`src/rtl/sbs_pkg.sv`:
```
package sbs_pkg;

    typedef logic [7:0] sbs_byte_t;

    typedef enum logic [2:0] {
        ST_IDLE    = 3'd0,
        ST_CLAIM   = 3'd1,
        ST_SEND    = 3'd2,
        ST_ECHO    = 3'd3,
        ST_BACKOFF = 3'd4,
        ST_RESET   = 3'd5
    } sbs_state_e;

    typedef struct packed {
        logic pass;
        logic fail;
    } sbs_verdict_t;

    function automatic int sbs_max(input int a, input int b);
        return (a > b) ? a : b;
    endfunction

    // Outcome of one echo-wait cycle: a matching byte passes, a differing
    // byte or an expired wait fails, otherwise keep waiting.
    function automatic sbs_verdict_t sbs_judge(input logic got, input sbs_byte_t rx,
                                               input sbs_byte_t tx, input logic expired);
        sbs_verdict_t v;
        v.pass = got && (rx == tx);
        v.fail = (got && (rx != tx)) || (!got && expired);
        return v;
    endfunction

endpackage

```
`src/rtl/sbs_timer.sv`:
```
module sbs_timer #(
    parameter int W = 8
) (
    input  logic         clk,
    input  logic         rst,
    input  logic         load,
    input  logic [W-1:0] load_val,
    output logic         expired
);
    logic [W-1:0] cnt;

    always_ff @(posedge clk) begin
        if (rst)
            cnt <= '0;
        else if (load)
            cnt <= load_val;
        else if (cnt != '0)
            cnt <= cnt - 1'b1;
    end

    assign expired = (cnt == '0);
endmodule

```
`src/rtl/sbs_fail_tracker.sv`:
```
module sbs_fail_tracker #(
    parameter int LIMIT = 3
) (
    input  logic clk,
    input  logic rst,
    input  logic clear,
    input  logic fail,
    output logic escalate_next
);
    localparam int CW = (LIMIT > 1) ? $clog2(LIMIT) : 1;
    localparam logic [CW-1:0] TOP = CW'(LIMIT - 1);

    logic [CW-1:0] cnt;

    always_ff @(posedge clk) begin
        if (rst || clear)
            cnt <= '0;
        else if (fail)
            cnt <= (cnt == TOP) ? '0 : cnt + 1'b1;
    end

    // The next failure is the one that reaches the limit.
    assign escalate_next = (cnt == TOP);
endmodule

```
`src/rtl/sbs_byte_mux.sv`:
```
module sbs_byte_mux #(
    parameter int N  = 5,
    parameter int IW = 3
) (
    input  logic [N*8-1:0]        flat,
    input  logic [IW-1:0]         sel,
    output sbs_pkg::sbs_byte_t    q
);
    sbs_pkg::sbs_byte_t lane [N];

    for (genvar g = 0; g < N; g++) begin : g_lane
        assign lane[g] = flat[g*8 +: 8];
    end

    always_comb begin
        q = '0;
        for (int i = 0; i < N; i++)
            if (sel == IW'(i))
                q = lane[i];
    end
endmodule

```
`src/rtl/shared_bus_sender.sv`:
```
module shared_bus_sender
    import sbs_pkg::*;
#(
    parameter int MSG_BYTES    = 5,
    parameter int BYTE_CYCLES  = 16,
    parameter int ERR_LIMIT    = 3,
    parameter int RESET_CYCLES = 8,
    parameter int BACKOFF_W    = 8
) (
    input  logic                   clk,
    input  logic                   rst,
    input  logic                   msg_req,
    input  logic [MSG_BYTES*8-1:0] msg_data,
    output logic                   msg_done,
    input  logic [BACKOFF_W-1:0]   backoff_len,
    input  logic                   busy_in,
    output logic                   busy_out,
    output logic                   bus_reset_out,
    output logic                   tx_valid,
    output logic [7:0]             tx_data,
    input  logic                   tx_ready,
    input  logic                   rx_valid,
    input  logic [7:0]             rx_data
);
    localparam int MSG_W        = MSG_BYTES * 8;
    localparam int IDX_W        = (MSG_BYTES > 1) ? $clog2(MSG_BYTES) : 1;
    localparam int ECHO_TIMEOUT = 2 * BYTE_CYCLES;
    localparam int ECHO_W       = $clog2(ECHO_TIMEOUT + 1);
    localparam int RST_W        = $clog2(RESET_CYCLES + 1);
    localparam int TMR_W        = sbs_max(sbs_max(ECHO_W, RST_W), BACKOFF_W);

    localparam logic [IDX_W-1:0] LAST_IDX  = IDX_W'(MSG_BYTES - 1);
    localparam logic [TMR_W-1:0] ECHO_LOAD = TMR_W'(ECHO_TIMEOUT - 1);
    localparam logic [TMR_W-1:0] RST_LOAD  = TMR_W'(RESET_CYCLES - 1);

    sbs_state_e        st_q, st_n;
    logic [IDX_W-1:0]  idx_q, idx_n;
    logic [MSG_W-1:0]  msg_q, msg_n;
    logic              done_q, done_n;

    logic              tmr_load;
    logic [TMR_W-1:0]  tmr_val;
    logic              tmr_expired;
    logic              trk_fail, trk_clear, escalate_next;
    sbs_byte_t         cur_byte;
    sbs_verdict_t      verdict;
    logic [TMR_W-1:0]  bo_load;

    assign bo_load = TMR_W'(backoff_len);

    sbs_byte_mux #(.N(MSG_BYTES), .IW(IDX_W)) u_mux (
        .flat (msg_q),
        .sel  (idx_q),
        .q    (cur_byte)
    );

    sbs_timer #(.W(TMR_W)) u_timer (
        .clk      (clk),
        .rst      (rst),
        .load     (tmr_load),
        .load_val (tmr_val),
        .expired  (tmr_expired)
    );

    sbs_fail_tracker #(.LIMIT(ERR_LIMIT)) u_track (
        .clk           (clk),
        .rst           (rst),
        .clear         (trk_clear),
        .fail          (trk_fail),
        .escalate_next (escalate_next)
    );

    assign verdict = sbs_judge(rx_valid, rx_data, cur_byte, tmr_expired);

    always_comb begin
        st_n      = st_q;
        idx_n     = idx_q;
        msg_n     = msg_q;
        done_n    = 1'b0;
        tmr_load  = 1'b0;
        tmr_val   = '0;
        trk_fail  = 1'b0;
        trk_clear = 1'b0;
        unique case (st_q)
            ST_IDLE: begin
                if (msg_req && !busy_in) begin
                    st_n  = ST_CLAIM;
                    msg_n = msg_data;
                end
            end
            ST_CLAIM: begin
                if (busy_in) begin
                    st_n     = ST_BACKOFF;
                    tmr_load = 1'b1;
                    tmr_val  = bo_load;
                end else begin
                    st_n  = ST_SEND;
                    idx_n = '0;
                end
            end
            ST_SEND: begin
                if (tx_ready) begin
                    st_n     = ST_ECHO;
                    tmr_load = 1'b1;
                    tmr_val  = ECHO_LOAD;
                end
            end
            ST_ECHO: begin
                if (verdict.pass) begin
                    if (idx_q == LAST_IDX) begin
                        st_n      = ST_IDLE;
                        done_n    = 1'b1;
                        trk_clear = 1'b1;
                    end else begin
                        st_n  = ST_SEND;
                        idx_n = idx_q + 1'b1;
                    end
                end else if (verdict.fail) begin
                    trk_fail = 1'b1;
                    tmr_load = 1'b1;
                    if (escalate_next) begin
                        st_n    = ST_RESET;
                        tmr_val = RST_LOAD;
                    end else begin
                        st_n    = ST_BACKOFF;
                        tmr_val = bo_load;
                    end
                end
            end
            ST_RESET: begin
                if (tmr_expired) begin
                    st_n     = ST_BACKOFF;
                    tmr_load = 1'b1;
                    tmr_val  = bo_load;
                end
            end
            ST_BACKOFF: begin
                if (tmr_expired)
                    st_n = ST_IDLE;
            end
            default: st_n = ST_IDLE;
        endcase
    end

    always_ff @(posedge clk) begin
        if (rst) begin
            st_q   <= ST_IDLE;
            idx_q  <= '0;
            msg_q  <= '0;
            done_q <= 1'b0;
        end else begin
            st_q   <= st_n;
            idx_q  <= idx_n;
            msg_q  <= msg_n;
            done_q <= done_n;
        end
    end

    assign busy_out      = (st_q == ST_CLAIM) || (st_q == ST_SEND) || (st_q == ST_ECHO);
    assign tx_valid      = (st_q == ST_SEND);
    assign tx_data       = cur_byte;
    assign bus_reset_out = (st_q == ST_RESET);
    assign msg_done      = done_q;
endmodule

```
`config.mk`:
```
export PLATFORM = sky130hd
export DESIGN_NAME = shared_bus_sender
export DESIGN_NICKNAME = d
export VERILOG_FILES = /design/src/rtl/sbs_pkg.sv /design/src/rtl/sbs_timer.sv /design/src/rtl/sbs_fail_tracker.sv /design/src/rtl/sbs_byte_mux.sv /design/src/rtl/shared_bus_sender.sv
export SDC_FILE = /design/constraint.sdc
export NUM_CORES = 1
export LEC_CHECK = 0
export ABC_CLOCK_PERIOD_IN_PS = 2800
export BUFFER_PORTS_ARGS = -buffer_cell sky130_fd_sc_hd__buf_4
export CAP_MARGIN = 20
export CORE_AREA = 2 2 83 85
export DETAILED_ROUTE_END_ITERATION = 8
export DIE_AREA = 0 0 85 87
export PLACE_DENSITY = 0.76
export SLEW_MARGIN = 20
export SYNTH_ARGS = -nofsm -noshare
export SYNTH_HDL_FRONTEND = slang
export SYNTH_SLANG_ARGS = --single-unit
```
`constraint.sdc`:
```
create_clock -name clk -period 2.8 [get_ports clk]
set_clock_uncertainty 0.15 [all_clocks]
set_input_delay 0.56 -clock clk [delete_from_list [all_inputs] [get_ports clk]]
set_output_delay 0.56 -clock clk [all_outputs]
set_load 0.01 [all_outputs]
```
==> impl_table.tex <==
\begin{tabular}{lr}
\hline
Metric & Value \\
\hline
\multicolumn{2}{l}{\textbf{STA}} \\
Final Critical Period & 2990 ps \\
Setup violators final & 15 \\
Number of hold violations in the final report & 0 \\
Relative slew slack & 61.5\% \\
Fin worst setup slack & -191 ps \\
Pins Over Slew Limit & 0 \\
Slew at the pin closest to its max-slew limit & 578 ps \\
Sum of negative setup slack & -1880 ps \\
Final period util & 107\% \\
Achievable clock frequency & 0.334 GHz \\
Setup repair after global routing missed its margin & yes \\
\multicolumn{2}{l}{\textbf{Floorplan}} \\
Die height & 87 um \\
Initial Util & 47.4\% \\
I/O Pins & 74 \\
Die Wd & 85 um \\
Overall die area & 0.00740 sq mm \\
Area inside the core boundary & 0.00657 sq mm \\
Placement Rows & 30 \\
\multicolumn{2}{l}{\textbf{Synthesis}} \\
Share of the synthesized netlist area taken by xor and xnor gates & 3.66\% \\
Share of synthesized flip-flops with an asynchronous set or reset & 0\% \\
Proportion of synthesized chip area in sequential cells & 36.7\% \\
Net Count, Synth & 476 \\
Cell count after synthesis & 408 \\
Cell Area, Synth & 0.00311 sq mm \\
Synth Area in Compound Gates & 21.8\% \\
Dominant synthesized flop cell & sky130\_fd\_sc\_hd\_\_dfxtp\_1 \\
Mux contribution to synthesized area & 0.683\% \\
Number of enable flip-flop cells after synthesis & 0 \\
Number of distinct library cells after synthesis & 56 \\
Largest family of logic cells by synthesized area & simple AND/OR/NAND/NOR gates \\
Mean post-synth cell area & 7.63 sq um \\
Adder and majority gate portion of the synthesized area & 2.41\% \\
Number of synthesis warnings & 0 \\
Total of flip-flops plus latches after synthesis & 57 \\
Fraction of the mapped netlist area in simple logic gates & 28.3\% \\
\multicolumn{2}{l}{\textbf{Setup path}} \\
R2R Setup Slk & -190 ps \\
Largest fanout on the critical path & 6 \\
Critical path's slowest cell & sky130\_fd\_sc\_hd\_\_dfxtp\_4 \\
Delay of the slowest critical-path stage & 380 ps \\
CP Class & flip-flop to flip-flop \\
Ordered list of cells on the worst path & ha\_4 > ha\_4 > or2\_4 > a221o\_1 > buf\_4 > a31oi\_2 > o22ai\_2 > nor4\_4 > buf\_4 > nand4\_1 > buf\_4 > or3\_1 > a31oi\_1 \\
Critical Path End Type & flip-flop \\
CP arrival & 3110 ps \\
Most used cell along the critical path & sky130\_fd\_sc\_hd\_\_buf\_4 \\
End of the worst register-to-register path & idx\_q[2]\$\_SDFFE\_PP0P\_ \\
R2R Path Start & idx\_q[0]\$\_SDFFE\_PP0P\_ \\
Data required time at the worst endpoint & 2910 ps \\
Depth of the worst register-to-register path & 13 \\
Worst Setup Start Kind & flip-flop \\
\multicolumn{2}{l}{\textbf{Layout}} \\
Combined area of the multi-input logic cells & 0.00200 sq mm \\
Fraction of layout instances using a drive strength above 1 & 34.8\% \\
Register Area & 0.00115 sq mm \\
Fillers & 516 \\
Area added between synthesis and finish & 43.6\% \\
Final Cell Area & 0.00447 sq mm \\
Nets@finish & 580 \\
Utilization after layout & 68.1\% \\
Antenna fix cells & 0 \\
\multicolumn{2}{l}{\textbf{Worst hold path}} \\
Cell depth of the worst hold path & 2 \\
Launch instance of the worst min-delay path & msg\_q[2]\$\_SDFFE\_PP0P\_ \\
End of the worst hold path & msg\_q[2]\$\_SDFFE\_PP0P\_ \\
Worst hold path type & flip-flop to flip-flop \\
\multicolumn{2}{l}{\textbf{Routing}} \\
Residual DRC count & 0 \\
Final Routed Wirelength & 9010 um \\
Total number of vias & 3290 \\
Detailed-route vias per instance & 5.51 \\
Antenna-violating nets left & 0 \\
Average detailed-routed wire length per instance & 15.1 um \\
Iteration-0 DRC Markers & 180 \\
Number of detailed-routing iterations run before antenna repair & 5 \\
\multicolumn{2}{l}{\textbf{Global routing}} \\
Pin count of the biggest net entering global routing & 54 \\
Via count of the first global-routing pass & 3104 \\
Grt ovf & 0 \\
Initial antenna violation count & 0 \\
Total Routing Usage GR & 23.9\% \\
Wire length of the first global-routing pass & 14200 um \\
\multicolumn{2}{l}{\textbf{Power and ir drop}} \\
Comb pwr share & 33.8\% \\
P\_int & 0.00177 W \\
Clock share of power & 28.7\% \\
Sequential cell fraction of total power & 37.5\% \\
Switching power summed over all nets & 0.000886 W \\
Leak & 1.83 nW \\
Highest ir drop seen on vdd & 0.487 mV \\
Total power divided by cell area & 595 mW/mm\^{}2 \\
Switching portion of total power & 33.3\% \\
\multicolumn{2}{l}{\textbf{Clock tree}} \\
Maximum buffer depth of the clock tree & 2 \\
Inserted Clock Buffers & 9 \\
Number of hold-repair buffers added at the cts stage & 0 \\
Clock transition at the registers of the reported paths & 60 ps \\
Insertion delay of the later-clocked pin in the worst-skew pair & 340 ps \\
Num Clock Sinks & 57 \\
Maximum level of the CTS H-tree & 3 \\
Clock Tree Root & sky130\_fd\_sc\_hd\_\_clkbuf\_8 \\
TritonCTS clock tree & done \\
\multicolumn{2}{l}{\textbf{Run}} \\
Maximum capacitance violations & 0 \\
\multicolumn{2}{l}{\textbf{Status}} \\
Violations in the final reports & setup timing \\
Status & complete, but fails checks \\
\multicolumn{2}{l}{\textbf{Placed design}} \\
Count of input and output buffers & 73 \\
Worst setup slack after placement & -561 ps \\
Cell area after placement & 0.00400 sq mm \\
Global placer's final weighted congestion & 0.909 \\
Placed wire-length estimate & 6280 um \\
\hline
\end{tabular}
[power groups by stage]
stage | combinational, W | sequential (W) | clock, W
after detailed placement | 0.000843 | 0.00101 | 0
after CTS | 0.000866 | 0.000994 | 0.000779
after global placement | 0.000818 | 0.00101 | 0
final | 0.000898 | 0.000997 | 0.000763
after floorplan | 0.000573 | 0.000979 | 0
after global routing | 0.000995 | 0.00101 | 0.000812
[cells by family (layout without fill, tap and decap cells)]
| family | after synthesis | after routing |
|---|---|---|
| mux | 2 | 2 |
| xor+xnor | 13 | 13 |
| buf+inv | 46 | 155 |
| compound gates | 104 | 104 |
| simple gates | 180 | 180 |
| flops | 57 | 57 |
| fa+ha+maj | 6 | 6 |
[layer usage]
layer  part of all wire [%]  GRT usage (%)
met5                      0              0
met1                     41           29.0
met2                     51           41.3
met3                    5.7           5.97
met4                    2.4           7.79
[cells in the final DEF, fill, tap and decap left out, types with 3 or more instances in the layout]
cell type / n
sky130_fd_sc_hd__buf_4: 107
sky130_fd_sc_hd__nand2_1: 99
sky130_fd_sc_hd__dfxtp_1: 55
sky130_fd_sc_hd__a21oi_1: 51
sky130_fd_sc_hd__inv_1: 19
sky130_fd_sc_hd__nor2_1: 15
sky130_fd_sc_hd__clkbuf_8: 10
sky130_fd_sc_hd__buf_6: 9
sky130_fd_sc_hd__nand2b_1: 8
sky130_fd_sc_hd__nand3b_1: 8
sky130_fd_sc_hd__nand3_1: 8
sky130_fd_sc_hd__a221o_1: 6
sky130_fd_sc_hd__a31oi_1: 6
sky130_fd_sc_hd__o211ai_1: 6
sky130_fd_sc_hd__o21ai_0: 5
sky130_fd_sc_hd__or3_1: 5
sky130_fd_sc_hd__xnor2_1: 5
sky130_fd_sc_hd__a211oi_4: 4
sky130_fd_sc_hd__and3_1: 4
sky130_fd_sc_hd__o21ai_1: 4
sky130_fd_sc_hd__nor3_1: 4
sky130_fd_sc_hd__xor2_2: 4
sky130_fd_sc_hd__ha_4: 4
sky130_fd_sc_hd__inv_4: 3
sky130_fd_sc_hd__a21oi_4: 3
sky130_fd_sc_hd__a21oi_2: 3
sky130_fd_sc_hd__xor2_1: 3
[worst max-delay path by stage]
stage                          start                     endpoint  slack (ps)  cells past startpoint
6_report       idx_q[0]$_SDFFE_PP0P_        idx_q[2]$_SDFFE_PP0P_        -190                     13
5_1_grt        idx_q[0]$_SDFFE_PP0P_  u_timer.cnt[3]$_SDFFE_PP0P_        -270                     13
2_1_floorplan  idx_q[0]$_SDFFE_PP0P_        idx_q[1]$_SDFFE_PP0P_        -100                     11
4_1_cts        idx_q[0]$_SDFFE_PP0P_  u_timer.cnt[3]$_SDFFE_PP0P_        -130                     12
3_5_place_dp   idx_q[0]$_SDFFE_PP0P_  u_timer.cnt[0]$_SDFFE_PP0P_        -560                     13
3_3_place_gp   idx_q[1]$_SDFFE_PP0P_  u_track.cnt[1]$_SDFFE_PP0P_        -440                     11
[synthesized netlist by cell type (all sizes together) (7+ instances only)]
cell type / n / share of area, %
a21oi: 57 / 9.3
a31oi: 8 / 2.0
and3: 7 / 1.5
buf: 8 / 1.8
clkbuf: 17 / 2.0
dfxtp: 57 / 37
inv: 21 / 2.5
nand2: 100 / 12
nand2b: 8 / 1.6
nand3: 8 / 1.3
nand3b: 8 / 1.9
nor2: 15 / 1.8
o21ai: 9 / 1.4
xor2: 7 / 2.0
[final cells by class]
class                      instances  area share [%]
multi-input combinational        305            44.7
sequential                        57            25.7
timing repair buffer             118            21.1
clock buffer                      11            3.16
tap                               80            2.24
inverter                          21            1.87
clock inverter                     5            1.20
[state kept, by name, summed over array words and instances (netlist names)]
| signal | count |
|---|---|
| idx_q | 3 |
| msg_done | 1 |
| msg_q | 40 |
| st_q | 3 |
| u_timer.cnt | 8 |
| u_track.cnt | 2 |
[stage by stage]
step / hold slack, ps / power [W] / cells
floorplan: 282 / 0.00155 / 408
global placement: 296 / 0.00183 / 573
detailed placement: 298 / 0.00185 / 573
CTS: 305 / 0.00264 / 594
global route: 309 / 0.00281 / 597
finish: 306 / 0.00266 / 597
[what timing repair did]
item,4_1_cts,5_1_grt
pin swaps,8,13
cloned,0,0
setup buffers,6,3
setup endpoints to repair,24,18
gates resized for setup,26,21
[worst max-delay path, delay by kind of cell (launching register included)]
family / cells / cell delay [ps]
AO/OA/AOI/OAI: 4 / 730
adder cells (fa/ha/maj): 2 / 330
buffers and inverters: 3 / 500
AND/OR/NAND/NOR: 4 / 820
flip-flops: 1 / 380
No activity file was read; power rests on OpenSTA's default activity.
